`config.mk`:
```
export PLATFORM = sky130hd
export DESIGN_NAME = edge_gpio_bank
export DESIGN_NICKNAME = d
export VERILOG_FILES = /design/src/rtl/edge_gpio_bank.sv
export SDC_FILE = /design/constraint.sdc
export NUM_CORES = 1
export LEC_CHECK = 0
export BUFFER_PORTS_ARGS = -buffer_cell sky130_fd_sc_hd__buf_2
export CAP_MARGIN = 20
export CORE_UTILIZATION = 51
export CTS_CLUSTER_SIZE = 28
export DETAILED_ROUTE_END_ITERATION = 8
export GPL_TIMING_DRIVEN = 1
export PLACE_DENSITY = 0.75
export SYNTH_ARGS = -nofsm -noshare
export SYNTH_HDL_FRONTEND = slang
export SYNTH_SLANG_ARGS = --single-unit
```
`constraint.sdc`:
```
create_clock -name clk -period 1.3 [get_ports clk]
set_input_delay 0.13 -clock clk [delete_from_list [all_inputs] [get_ports clk]]
set_output_delay 0.13 -clock clk [all_outputs]
set_load 0.1 [all_outputs]
```
`src/rtl/edge_gpio_bank.sv`:
```
module edge_gpio_bank #(
  parameter int NPIN = 32,
  parameter int AW   = 5
) (
  input  logic            clk,
  input  logic            rst_n,
  input  logic            bus_sel,
  input  logic            bus_wr,
  input  logic [AW-1:0]   bus_addr,
  input  logic [3:0]      bus_be,
  input  logic [31:0]     bus_wdata,
  output logic [31:0]     bus_rdata,
  input  logic [NPIN-1:0] pin_in,
  output logic [NPIN-1:0] pin_out,
  output logic [NPIN-1:0] pin_oe,
  output logic            irq
);
  localparam int FW = 2 * NPIN;

  logic [NPIN-1:0] psel_q, dir_q, lat_q, stat_q;
  logic [NPIN-1:0] sy1_q, sy2_q, sy3_q;
  logic [FW-1:0]   edg_q;
  logic [NPIN-1:0] rise, fall, hit, clr;

  wire        wen  = bus_sel & bus_wr;
  wire [2:0]  widx = bus_addr[4:2];
  wire [31:0] lane = {{8{bus_be[3]}}, {8{bus_be[2]}}, {8{bus_be[1]}}, {8{bus_be[0]}}};

  wire [31:0] wm_psel = (wen && widx == 3'd0) ? lane : 32'd0;
  wire [31:0] wm_dir  = (wen && widx == 3'd2) ? lane : 32'd0;
  wire [31:0] wm_dat  = (wen && widx == 3'd3) ? lane : 32'd0;
  wire [31:0] wm_st   = (wen && widx == 3'd4) ? lane : 32'd0;
  wire [31:0] wm_elo  = (wen && widx == 3'd5) ? lane : 32'd0;
  wire [31:0] wm_ehi  = (wen && widx == 3'd6) ? lane : 32'd0;

  assign rise = sy2_q & ~sy3_q;
  assign fall = ~sy2_q & sy3_q;
  assign clr  = wm_st & bus_wdata;

  for (genvar n = 0; n < NPIN; n++) begin : g_hit
    assign hit[n] = (edg_q[2*n+1] & rise[n]) | (edg_q[2*n] & fall[n]);
  end

  always_ff @(posedge clk or negedge rst_n) begin
    if (!rst_n) begin
      psel_q <= '0;
      dir_q  <= '0;
      lat_q  <= '0;
      stat_q <= '0;
      edg_q  <= '0;
      sy1_q  <= '0;
      sy2_q  <= '0;
      sy3_q  <= '0;
    end else begin
      sy1_q  <= pin_in;
      sy2_q  <= sy1_q;
      sy3_q  <= sy2_q;
      psel_q <= (psel_q & ~wm_psel) | (bus_wdata & wm_psel);
      dir_q  <= (dir_q & ~wm_dir) | (bus_wdata & wm_dir);
      lat_q  <= (lat_q & ~wm_dat) | (bus_wdata & wm_dat);
      edg_q[31:0]  <= (edg_q[31:0] & ~wm_elo) | (bus_wdata & wm_elo);
      edg_q[63:32] <= (edg_q[63:32] & ~wm_ehi) | (bus_wdata & wm_ehi);
      stat_q <= (stat_q & ~clr) | hit;
    end
  end

  always_comb begin
    case (widx)
      3'd0:    bus_rdata = psel_q;
      3'd2:    bus_rdata = dir_q;
      3'd3:    bus_rdata = (dir_q & lat_q) | (~dir_q & sy2_q);
      3'd4:    bus_rdata = stat_q;
      3'd5:    bus_rdata = edg_q[31:0];
      3'd6:    bus_rdata = edg_q[63:32];
      default: bus_rdata = 32'd0;
    endcase
  end

  assign pin_out = lat_q;
  assign pin_oe  = dir_q;
  assign irq     = |stat_q;

  assert_no_spurious_set_R5: assert property (@(posedge clk) disable iff (!rst_n)
    1'b1 |=> ((stat_q & ~$past(stat_q) & ~$past(hit)) == '0));
  assert_w1c_clears_R6: assert property (@(posedge clk) disable iff (!rst_n)
    (hit == '0) |=> ((stat_q & $past(clr)) == '0));
  assert_set_wins_R7: assert property (@(posedge clk) disable iff (!rst_n)
    (hit != '0) |=> ((stat_q & $past(hit)) == $past(hit)));
  assert_irq_drop_R8: assert property (@(posedge clk) disable iff (!rst_n)
    $fell(irq) |-> $past(clr != '0));
  assert_oe_hold_R3: assert property (@(posedge clk) disable iff (!rst_n)
    (wm_dir == 32'd0) |=> $stable(pin_oe));
endmodule

```
### Word level (Yosys, flattened, before mapping)

Index checks and enable logic that the tools add are counted.

* register bits after elaboration: 288
* bits of input ports: 77
* word-level logic and storage cells: 157
* output and inout bits: 97

* equal/unequal tests: 5
* bitwise logic cells: 129
* mux-type cells: 7
* reduce and logical (&&, ||, !) cells: 8

Operator list (count)
* $and A32 B32 Y32: 16
* $not A32 Y32: 9
* $or A32 B32 Y32: 7
* $mux W32: 6
* $pmux W32 S6: 1
* $and A1 B1 Y1: 65
* $or A1 B1 Y1: 32
* $reduce_or A32 Y1: 1
* $eq A3 B3 Y1 const B: 3
* $eq A3 B2 Y1 const B: 2
* $logic_and A1 B1 Y1: 6
* $logic_not A3 Y1: 1

### Depth between registers and ports, before layout

* depth in word-level cells: 7
* depth in mapped cells: 6
* depth with buffers taken out: 3

### Worst setup path after synthesis

OpenSTA, ideal clock, no wires.

* path type: register to output
* from: register (tool-made name)
* to: output bus_rdata[19]
* path slack: -1.857 ns
* stages on the path, launching flop included: 4
* required time: 1.170 ns
* path buffers: 0
* arrival: 3.027 ns
* path through: dfrtp_1 -> inv_1 -> a311o_1 -> a31oi_1

RTL lines
* to (decl): line 12 `output logic [31:0] bus_rdata,`

### Worst setup path in the final report

* from: register stat_q[5]
* to: output irq

* word-level cells in the longest chain between the ends: 1

Ends and longest elaborated chain
* from (decl): line 20 `logic [NPIN-1:0] psel_q, dir_q, lat_q, stat_q;`
* from (signal assigned): line 63 `stat_q <= (stat_q & ~clr) | hit;`
* $reduce_or A32 Y1: line 81 `assign irq = |stat_q;`
* to (decl): line 16 `output logic irq`

Every way passes these cells.

==> impl_results.md <==
* Num CTS Buffers at 30
* Max-cap violations at 0
* P&R area growth vs syn at 65.5%
* Critical path depth at 4
* Syn_nets at roughly 940
* Critical-path top delay cell: dfrtp_1
* Clk_lat worst skew at roughly 0.56 ns
* Crit Path Class: reg2out
* Most common cell after layout, fill and taps aside: dfrtp_1
* Initial Util at between 50% and 60%
* Period utilisation layout at 164%
* RSZ-0062 raised after global routing: yes
* Largest buffer count on any clock path at 3
* CP delay by family, top: simple AND/OR/NAND/NOR gates
* Max FO, Critical Path at 2
* Comb power frac at 36.8%
* Global placement routability congestion at roughly 0.87
* IO Pins at 174
* Layout Utilization at 86.4%
* Grt ovf at 0
* Buf/Inv on CP at 1
* R2R cell count at 4
* Die H at between 150 and 200 um
* Relative slew slack at 63.4%
* Via count at between 10000 and 15000
* CP Capture Type: primary output
* Inst Count DP at 1514
* CTS H-tree depth at 1
* WP data required at 1.17 ns
* DP HPWL at around 26000 um
* Ys async rst share at 100%
* First-pass DRT Iterations at 8
* Pwr Density at roughly 1700 nW/um2
* Yosys warnings at 0
* Outcome: complete, but fails checks
* CTS tree: done
* Sequential share of power at between 30% and 40%
* Die Width at between 150 and 200 um
* Synth cell types at between 40 and 50
* Placed cell area at roughly 17000 um2
* Drt total wl at 46000 um
* LEAKAGE at about 0.0087 uW
* M1 GR Usage at 48.3%
* CP Cell Sequence: nor4_2 -> nand4_1 -> or2_4 -> buf_12
* Clock share of power at 28.1%
* Internal at about 21000 uW
* P_sw at about 12000 uW
* CTS sink cnt at ~290
* Fin. Hold Viols at 0
* Synthesized area at around 12000 um2
* Achievable Freq at roughly 470 MHz
* Met3 Usage GRT at 7.62%
* Die area at between 20000 and 25000 um2
* Largest net degree at the start of global routing at 50
* Crit path launch type: flip-flop
* Clock skew at about 0.0095 ns
* CTS clk-pin slew, worst paths at ~0.060 ns
* Vias in the first global route at 11249
* Mean area per synthesized cell at 13.7 um2
* Post-route cell area at 19700 um2
* Met2 Use GR at ~64%
* Hold Path Class: in2async
* Initial antenna violation count at 3
* GRT Util Overall at about two fifths
* Avg WL per Cell at about 28 um
* Vias per inst at just over 6
* Fin. max-slew vios at 0
* GR peak layer: met2
* Failing checks: setup timing
* Setup WS post-layout at -0.828 ns
* CP arrival at 2.00 ns
* Mapped Cells at just under 900
* Root Buffer: clkbuf_16
* Register area share after synthesis at between 60 and 70%
* Max IR drop VDD at between 1.5 and 2 mV
* First-pass GRT wire length at 69000 um
* Most frequent cells in the layout: dfrtp_1, buf_12, buf_4
* CP peak stage delay at around 0.43 ns
* Starting DRT DRC Count at 1032
* Layout cell share with drive strength beyond 1 at approximately 60%
* Slew @ Worst Pin at approximately 0.54 ns
* DRC viols at 0
* PortBufs at 171
* # nets final at between 1000 and 1500
* Sw Ratio at 35.8%
* Core area at 22800 um2
* Final Setup Violations at between 90 and 100
* Rows at 55
* ANT nets after route at 0
* Hold WS at 0.0303 ns
* Min Clock Period, post-route at about 2.1 ns
* Prevailing post-synth register cell: dfrtp_1
* EDFF count, synth at 0
* Yosys reg bits at approximately 290
* Non-filler instance count after layout at about 1700
* Final Power at between 30000 and 40000 uW
## per-stage QoR
step | setup slack (ns) | setup TNS (ns)
after floorplan | -0.494 | -12.89
final | -0.828 | -30.30
after global routing | -0.862 | -32.46
after CTS | -0.798 | -30.63
after global placement | -0.398 | -55.03
after detailed placement | -0.484 | -62.15
## path summary, 6_finish.rpt
| path | from | endpoint | slack, ns |
|---|---|---|---|
| worst min register to register | sy1_q[14]$_DFF_PN0_ | sy2_q[14]$_DFF_PN0_ | 0.35 |
| min in group clk | pin_in[0] | sy1_q[0]$_DFF_PN0_ | 0.22 |
| worst max register to register | sy2_q[12]$_DFF_PN0_ | stat_q[12]$_DFF_PN0_ | -0.02 |
| max in group asynchronous | rst_n | sy1_q[22]$_DFF_PN0_ | 0.59 |
| worst max-delay path | stat_q[5]$_DFF_PN0_ | irq | -0.83 |
| worst min-delay path | rst_n | async pin | 0.03 |
## cell type report
cell class              count  area (um2)
well taps                 313         392
inverters                   3        11.3
clock inverters            12         189
clock buffers              44         885
flip-flops and latches    288        7370
diodes                      3        7.51
repair buffers            448        5190
multi-input cells         539        5640
fillers                   869        3090
## synth_stat cells, types with 8 or more instances
cell type	instances	share of area (%)
dfrtp_1	288	61
mux2_2	180	17
a22oi_1	90	5.7
nand3_1	61	2.6
nand2_1	36	1.1
nand3b_1	32	2.0
o21ai_0	32	1.3
a21o_1	30	1.9
clkbuf_1	20	0.63
buf_2	13	0.55
nor2_2	12	0.63
mux2_4	8	1.0
nor2_8	8	1.3
nor4_1	8	0.42
## timing repair
action / CTS / global route
pin swaps: 3 / 3
hold buffers: 65 / 0
endpoints found under the hold margin: 503 / 0
gates resized for setup: 94 / 24
buffers inserted: 13 / 17
setup endpoints to repair: 97 / 99
## power by group through the flow
stage / clock network [uW] / logic (uW) / registers, uW
2_1_floorplan: 0 / 3910 / 14300
3_3_place_gp: 0 / 11200 / 11500
3_5_place_dp: 0 / 11300 / 11500
4_1_cts: 9340 / 12000 / 11600
5_1_grt: 9750 / 12600 / 11800
6_report: 9410 / 12300 / 11700
## layer usage
metal  share of wire, %  up-vias  wire (um)
met5                  0        -          0
met3                9.2      192       4210
met1                 37     5199      16900
met2                 49      775      22400
met4                5.4        0       2490
li1                   -     4118          -
## kinds of logic after synthesis
family,share of synthesized area (%)
DFF,60.6
and+or+nand+nor,9.95
muxes,18.3
buffers and inverters,1.52
AOI/OAI and AO/OA,9.64
Power figures use the tool's default switching activity.
